<file path="src/rtl/vflags_pkg.sv">
package vflags_pkg;

    localparam int FLAGS_W   = 64;
    localparam int POS_IF    = 9;
    localparam int POS_NT    = 14;
    localparam int LIVE_BITS = 22;

    // Writable positions: 0,2,4,6..14,16..21
    localparam logic [FLAGS_W-1:0] WR_MASK  = 64'h0000_0000_003F_7FD5;
    localparam logic [FLAGS_W-1:0] ONE_BITS = 64'h0000_0000_0000_0002;
    localparam logic [FLAGS_W-1:0] RST_VAL  = ONE_BITS;

    typedef enum logic [1:0] {
        WC_NATIVE = 2'd0,
        WC_IFOP   = 2'd1,
        WC_NTOP   = 2'd2,
        WC_LEGACY = 2'd3
    } wr_class_e;

    typedef struct packed {
        logic               valid;
        wr_class_e          cls;
        logic [FLAGS_W-1:0] data;
    } wr_req_t;

    typedef struct packed {
        logic if_hit;
        logic nt_hit;
    } trap_t;

    function automatic logic [FLAGS_W-1:0] clean_value(input logic [FLAGS_W-1:0] d);
        return (d & WR_MASK) | ONE_BITS;
    endfunction

    function automatic logic from_legacy(input wr_class_e c);
        return c != WC_NATIVE;
    endfunction

endpackage

</file>
<file path="src/rtl/vflags_merge.sv">
module vflags_merge
    import vflags_pkg::*;
#(
    parameter int W = FLAGS_W
) (
    input  logic [W-1:0] cur,
    input  wr_req_t      req,
    output logic [W-1:0] nxt,
    output logic         if_flip,
    output logic         nt_flip
);
    logic [W-1:0] cleaned;

    always_comb begin
        cleaned = clean_value(req.data);
        if_flip = req.valid && (cleaned[POS_IF] != cur[POS_IF]);
        nt_flip = req.valid && (cleaned[POS_NT] != cur[POS_NT]);
        nxt     = cur;
        if (req.valid) begin
            nxt = cleaned;
            if (from_legacy(req.cls)) begin
                nxt[POS_NT] = cur[POS_NT];
            end
        end
    end
endmodule

</file>
<file path="src/rtl/vflags_trap_gen.sv">
module vflags_trap_gen
    import vflags_pkg::*;
(
    input  logic    clk,
    input  logic    rst,
    input  wr_req_t req,
    input  logic    if_flip,
    input  logic    nt_flip,
    input  logic    intercept_en,
    output trap_t   trap_q
);
    trap_t trap_d;

    always_comb begin
        trap_d.if_hit = if_flip && intercept_en && (req.cls == WC_IFOP);
        trap_d.nt_hit = nt_flip && from_legacy(req.cls);
    end

    always_ff @(posedge clk) begin
        if (rst) begin
            trap_q <= '0;
        end else begin
            trap_q <= trap_d;
        end
    end
endmodule

</file>
<file path="src/rtl/vflags_ie_gate.sv">
module vflags_ie_gate (
    input  logic mode_legacy,
    input  logic stat_i,
    input  logic virt_if,
    input  logic stored_if,
    output logic ie
);
    logic legacy_ie;

    always_comb begin
        legacy_ie = stat_i && (!virt_if || stored_if);
        ie        = mode_legacy ? legacy_ie : stat_i;
    end
endmodule

</file>
<file path="src/rtl/vflags_unit.sv">
module vflags_unit
    import vflags_pkg::*;
(
    input  logic                clk,
    input  logic                rst,
    input  logic                mode_legacy,
    input  logic                stat_int_en,
    input  logic                ctl_virt_if,
    input  logic                ctl_intercept_en,
    input  logic                wr_en,
    input  logic [1:0]          wr_class,
    input  logic [FLAGS_W-1:0]  wr_data,
    output logic [FLAGS_W-1:0]  flags_q,
    output logic                int_enable,
    output logic                trap_if,
    output logic                trap_nt
);
    wr_req_t            req;
    logic [FLAGS_W-1:0] flags_d;
    logic               if_flip;
    logic               nt_flip;
    trap_t              traps;

    always_comb begin
        req.valid = wr_en;
        req.cls   = wr_class_e'(wr_class);
        req.data  = wr_data;
    end

    vflags_merge #(.W(FLAGS_W)) u_merge (
        .cur     (flags_q),
        .req     (req),
        .nxt     (flags_d),
        .if_flip (if_flip),
        .nt_flip (nt_flip)
    );

    always_ff @(posedge clk) begin
        if (rst) begin
            flags_q <= RST_VAL;
        end else begin
            flags_q <= flags_d;
        end
    end

    vflags_trap_gen u_traps (
        .clk          (clk),
        .rst          (rst),
        .req          (req),
        .if_flip      (if_flip),
        .nt_flip      (nt_flip),
        .intercept_en (ctl_intercept_en),
        .trap_q       (traps)
    );

    vflags_ie_gate u_gate (
        .mode_legacy (mode_legacy),
        .stat_i      (stat_int_en),
        .virt_if     (ctl_virt_if),
        .stored_if   (flags_q[POS_IF]),
        .ie          (int_enable)
    );

    assign trap_if = traps.if_hit;
    assign trap_nt = traps.nt_hit;
endmodule

</file>
<file path="config.mk">
export PLATFORM = sky130hd
export DESIGN_NAME = vflags_unit
export DESIGN_NICKNAME = d
export VERILOG_FILES = /design/src/rtl/vflags_pkg.sv /design/src/rtl/vflags_merge.sv /design/src/rtl/vflags_trap_gen.sv /design/src/rtl/vflags_ie_gate.sv /design/src/rtl/vflags_unit.sv
export SDC_FILE = /design/constraint.sdc
export NUM_CORES = 1
export LEC_CHECK = 0
export CORE_ASPECT_RATIO = 1.5
export CORE_MARGIN = 2
export CORE_UTILIZATION = 26
export DETAILED_ROUTE_END_ITERATION = 6
export GPL_ROUTABILITY_DRIVEN = 0
export PLACE_DENSITY = 0.8
export SLEW_MARGIN = 30
export SYNTH_ARGS = -nofsm -noshare
export SYNTH_HDL_FRONTEND = slang
export SYNTH_SLANG_ARGS = --single-unit
</file>
<file path="constraint.sdc">
create_clock -name clk -period 0.9 [get_ports clk]
set_clock_uncertainty 0.05 [all_clocks]
set_input_delay 0.225 -clock clk [delete_from_list [all_inputs] [get_ports clk]]
set_output_delay 0.225 -clock clk [all_outputs]
set_load 0.1 [all_outputs]
</file>
### Word-level counts from Yosys, hierarchy flattened

Index checks and enable logic that the tools add are counted.

* word-level logic and storage cells: 19
* register bits after elaboration: 20

* equal/unequal tests: 3
* mux-type cells: 1
* bitwise logic cells: 1
* reductions and logical operators: 10

Operators with widths (count)
* $logic_and A1 B1 Y1: 6
* $eq A2 B1 Y1 const B: 1
* $ne A1 B1 Y1: 2
* $reduce_and A2 Y1: 1
* $reduce_bool A2 Y1: 1
* $logic_not A1 Y1: 1
* $logic_or A1 B1 Y1: 1
* $mux W1: 1
* $not A1 Y1: 1

### Longest topological paths before layout

* depth after elaboration: 4
* gate-level depth with buffers: 4
* depth with buffers taken out: 2

### Cells and area by module

Synthesis repeated with hierarchy kept, for this count alone.

* cell total of the unflattened synthesis: 220
* area total of the unflattened synthesis: 2393.5 um^2

Modules (own cells, without submodules)
* vflags_unit: sequential area each 1281.2 um^2, area each 1729.2 um^2, instances 1, cells an instance 135
* vflags_merge: sequential area each 0.0 um^2, area each 575.6 um^2, instances 1, cells an instance 76
* vflags_trap_gen: sequential area each 40.0 um^2, area each 68.8 um^2, instances 1, cells an instance 6
* vflags_ie_gate: sequential area each 0.0 um^2, area each 20.0 um^2, instances 1, cells an instance 3

### Worst setup path after synthesis

Ideal clock, no wire load.

* kind: reg2reg
* start: register flags_q[14]
* end: register u_traps.trap_q[0] (netlist name)
* slack: -584 ps
* data required time: 763 ps
* stages on the path, launching flop included: 3
* data arrival time: 1346 ps
* clock period less this slack: 1484 ps
* buffers on the path: 0
* cell sequence: dfxtp_1 > xnor2_1 > nor4b_2

* longest elaborated chain between the ends: 3

Ends and longest elaborated chain
* start: declaration: RTL line vflags_unit.sv:13 `output logic [FLAGS_W-1:0] flags_q,`
* start signal: assignment: RTL line vflags_unit.sv:42 `flags_q <= flags_d;`
* $ne A1 B1 Y1: RTL line vflags_merge.sv:17 `nt_flip = req.valid && (cleaned[POS_NT] != cur[POS_NT]);`
* $logic_and A1 B1 Y1: RTL line vflags_merge.sv:17
* $logic_and A1 B1 Y1: RTL line vflags_trap_gen.sv:16 `trap_d.nt_hit = nt_flip && from_legacy(req.cls);`
* end signal: assignment: RTL line vflags_trap_gen.sv:23 `trap_q <= trap_d;`
* end: declaration: RTL line vflags_trap_gen.sv:10 `output trap_t trap_q`

No other way between the ends.
A chain may end at the register's enable or synchronous reset.

### Final worst setup path

* start: register flags_q[9]
* end: output int_enable

* longest elaborated chain between the ends: 3

Ends and longest elaborated chain
* $logic_or A1 B1 Y1: RTL line vflags_ie_gate.sv:11 `legacy_ie = stat_i && (!virt_if || stored_if);`
* $logic_and A1 B1 Y1: RTL line vflags_ie_gate.sv:11
* $mux W1: RTL line vflags_ie_gate.sv:12 `ie = mode_legacy ? legacy_ie : stat_i;`
* end: declaration: RTL line vflags_unit.sv:14 `output logic int_enable,`

No other way between the ends.

==> flow_summary.toml <==
[cells_and_area]
final_common_cell = "conb_1"
diodes = 0
num-nets-final = 246
final_cell_mix = "conb_1 (46), buf_12 (21), dfxtp_4 (19), clkdlybuf4s50_1 (19)"
drive_above_1_share_pct = 33.72
syn2layout_area_growth_pct = 63.26

[clock_tree]
cts_tree = "yes"
cts_root_buf = "clkbuf_8"
clk_pin_slew_worst_paths_ns = 0.07
cts_hold_buf = 0
cts-buffers-inserted = 3
clock_latency_ns = 0.25
cts-htree-levels = 1
clockBufferDepth = 2
cts_sinks = 20

[status]
violations = "negative setup slack"
status = "finished, violations left"

[power]
sequentialPowerShare_pct = 29.5
clockPowerShare_pct = 18.1
p_int_w = 0.001594
leakage_nw = 0.8680
switchingPower_w = 0.001666
power_density_mw_per_mm2 = 1756
vdd_drop_max_mv = 1.046
power_frac_comb_pct = 52.4
total_power_w = 0.003261
power.share.switching_pct = 51.11

[drt]
dr.pass1.iters = 2
route.detailed.drc = 0
drt_iter0_markers = 9
detail-route-antenna-nets = 0
vias = 809
routed_via_density = 3.711
post_drt_wl_per_cell_um = 10.11
routed_wl_um = 2203

[floorplan]
ios = 140
fp-row-count = 29
start_util_pct = 27.02
fp.dieH_um = 85.01
fp.dieW_um = 58
coreArea_mm2 = 0.004209
dieArea_mm2 = 0.004930

[job]
drv_cap = 0

[synthesis]
yosysWarnings = 0
synth_xor_area_share_pct = 1.540
synth_simple_gate_area_share_pct = 11.44
syn-cell-area_mm2 = 0.001137
yosys.area_share.adder_pct = 0
ys_seq_area_share_pct = 35.20
synth_compound_area_share_pct = 0.6601
synthDistinctLibCells = 17
syn_area_per_cell_um2 = 9.557
synth_cells = 119
synth_top_family_by_area = "buffers and inverters"
synth-seq-cells = 20
synth_mux_area_share_pct = 15.84

[worst_setup_path]
path_cells = "o21a_4 > buf_12"
path_class = "register to output pin"
rr_startpoint = "flags_q[9]"
end_kind = "output pin"
critical_path.slowest_cell = "dfxtp_2"
cp_max_fo = 3
crit_family = "flip-flops"
critPathMaxStageDelay_ns = 0.34
r2r_end = "u_traps.trap_q[1]"
start_kind = "register"
required_ns = 0.62
critPathArrivalTime_ns = 0.95
reg2reg_slack_ns = -0.14
r2r_cells = 4
crit_buf_inv = 1

[placement]
numPortBuffers = 47
hpwl_um = 1805

[global_routing]
grt_pass1_wl_um = 3525
antenna_found_initial = 0
grt_pass1_vias = 732
grt_use_total_pct = 9.367
grt-ovfl-total = 0
grt_max_degree = 13

[timing]
fmax_mhz = 814.3
grt_setup_unrepaired = "yes"
hold_violations = 0
tns_ns = -3.693
final_max_slew_viol_count = 0
period_share_pct = 136.4
layout_setup_ws_ns = -0.3280
fin_crit_ns = 1.228
setup_viol = 23

[min_path]
min_delay_path_depth = 2
hold_end = "u_traps.trap_q[0]"
hold_start = "wr_en"
hold_path_class = "input pin to register"
[Yosys cell counts (all sizes together)]
master / instances / area (um^2)
nor4b: 1 / 15.01
buf: 51 / 394.1
mux2i: 18 / 180.2
xor2: 1 / 8.760
xnor2: 1 / 8.760
nor2: 18 / 67.56
and4bb: 1 / 12.51
and3: 1 / 6.260
nand2: 1 / 3.750
nand2b: 2 / 12.51
conb: 2 / 7.510
nor3b: 1 / 12.51
o21a: 1 / 7.510
dfxtp: 20 / 400.4
[how the worst max path moves through the flow]
stage / to / startpoint / cells after the start
floorplan: u_traps.trap_q[0] / flags_q[14] / 2
global placement: int_enable / ctl_virt_if / 4
detailed placement: flags_q[21] / wr_en / 4
CTS: int_enable / flags_q[9] / 2
global route: int_enable / flags_q[9] / 2
finish: int_enable / flags_q[9] / 2
[layer usage]
| metal | vias to the layer above | part of all wire (%) | wire length, um | track usage, % |
|---|---|---|---|---|
| li1 | 393 | - | - | - |
| met1 | 351 | 35 | 778 | 10.30 |
| met2 | 61 | 52 | 1154 | 16.32 |
| met3 | 4 | 11 | 235 | 1.982 |
| met4 | 0 | 1.5 | 34 | 5.074 |
| met5 | - | 0 | 0 | 0 |
[final cells by class]
type	instances	area, um^2
Timing Repair Buffer	56	758.2
Multi-Input combinational cell	92	523.0
Clock inverter	1	3.754
Fill cell	417	2352
Tap cell	46	57.56
Clock buffer	3	41.29
Sequential cell	20	473.0
[timing repair]
item | in CTS | in global routing
pin swaps | 4 | 2
buffers inserted | 1 | 1
gates resized for setup | 14 | 2
cloned | 1 | 0
setup endpoints to repair | 41 | 36
[kinds of logic after synthesis]
group / count (synthesis)
AO/OA/AOI/OAI: 1
XOR/XNOR: 2
other: 2
multiplexers: 18
flip-flops: 20
AND/OR/NAND/NOR: 25
buffers and inverters: 51
[power groups by stage]
stage               clock, W  sequential, W  combinational, W
floorplan                  0        0.00130           0.00116
global placement           0       0.000983           0.00170
detailed placement         0       0.000985           0.00170
CTS                 0.000620       0.000963           0.00171
global route        0.000648       0.000970           0.00176
finish              0.000590       0.000961           0.00171
[sequential cells by signal, indices dropped and copies added, names as in the netlist]
| register | count |
|---|---|
| flags_q | 18 |
| u_traps.trap_q | 2 |
[stage by stage]
stage | utilization, % | cell area (um^2) | setup WS (ns) | hold slack [ns] | std cells
floorplan | - | 1390 | -0.06659 | 0.3191 | 163
global route | 44.11 | 1857 | -0.3486 | 0.2810 | 218
finish | 44.11 | 1857 | -0.3280 | 0.2573 | 218
detailed placement | 42.27 | 1779 | -0.5536 | 0.4571 | 211
CTS | 43.97 | 1851 | -0.3641 | 0.3872 | 217
global placement | 42.27 | 1779 | -0.4887 | 0.4485 | 211
No activity file was read; power rests on OpenSTA's default activity.
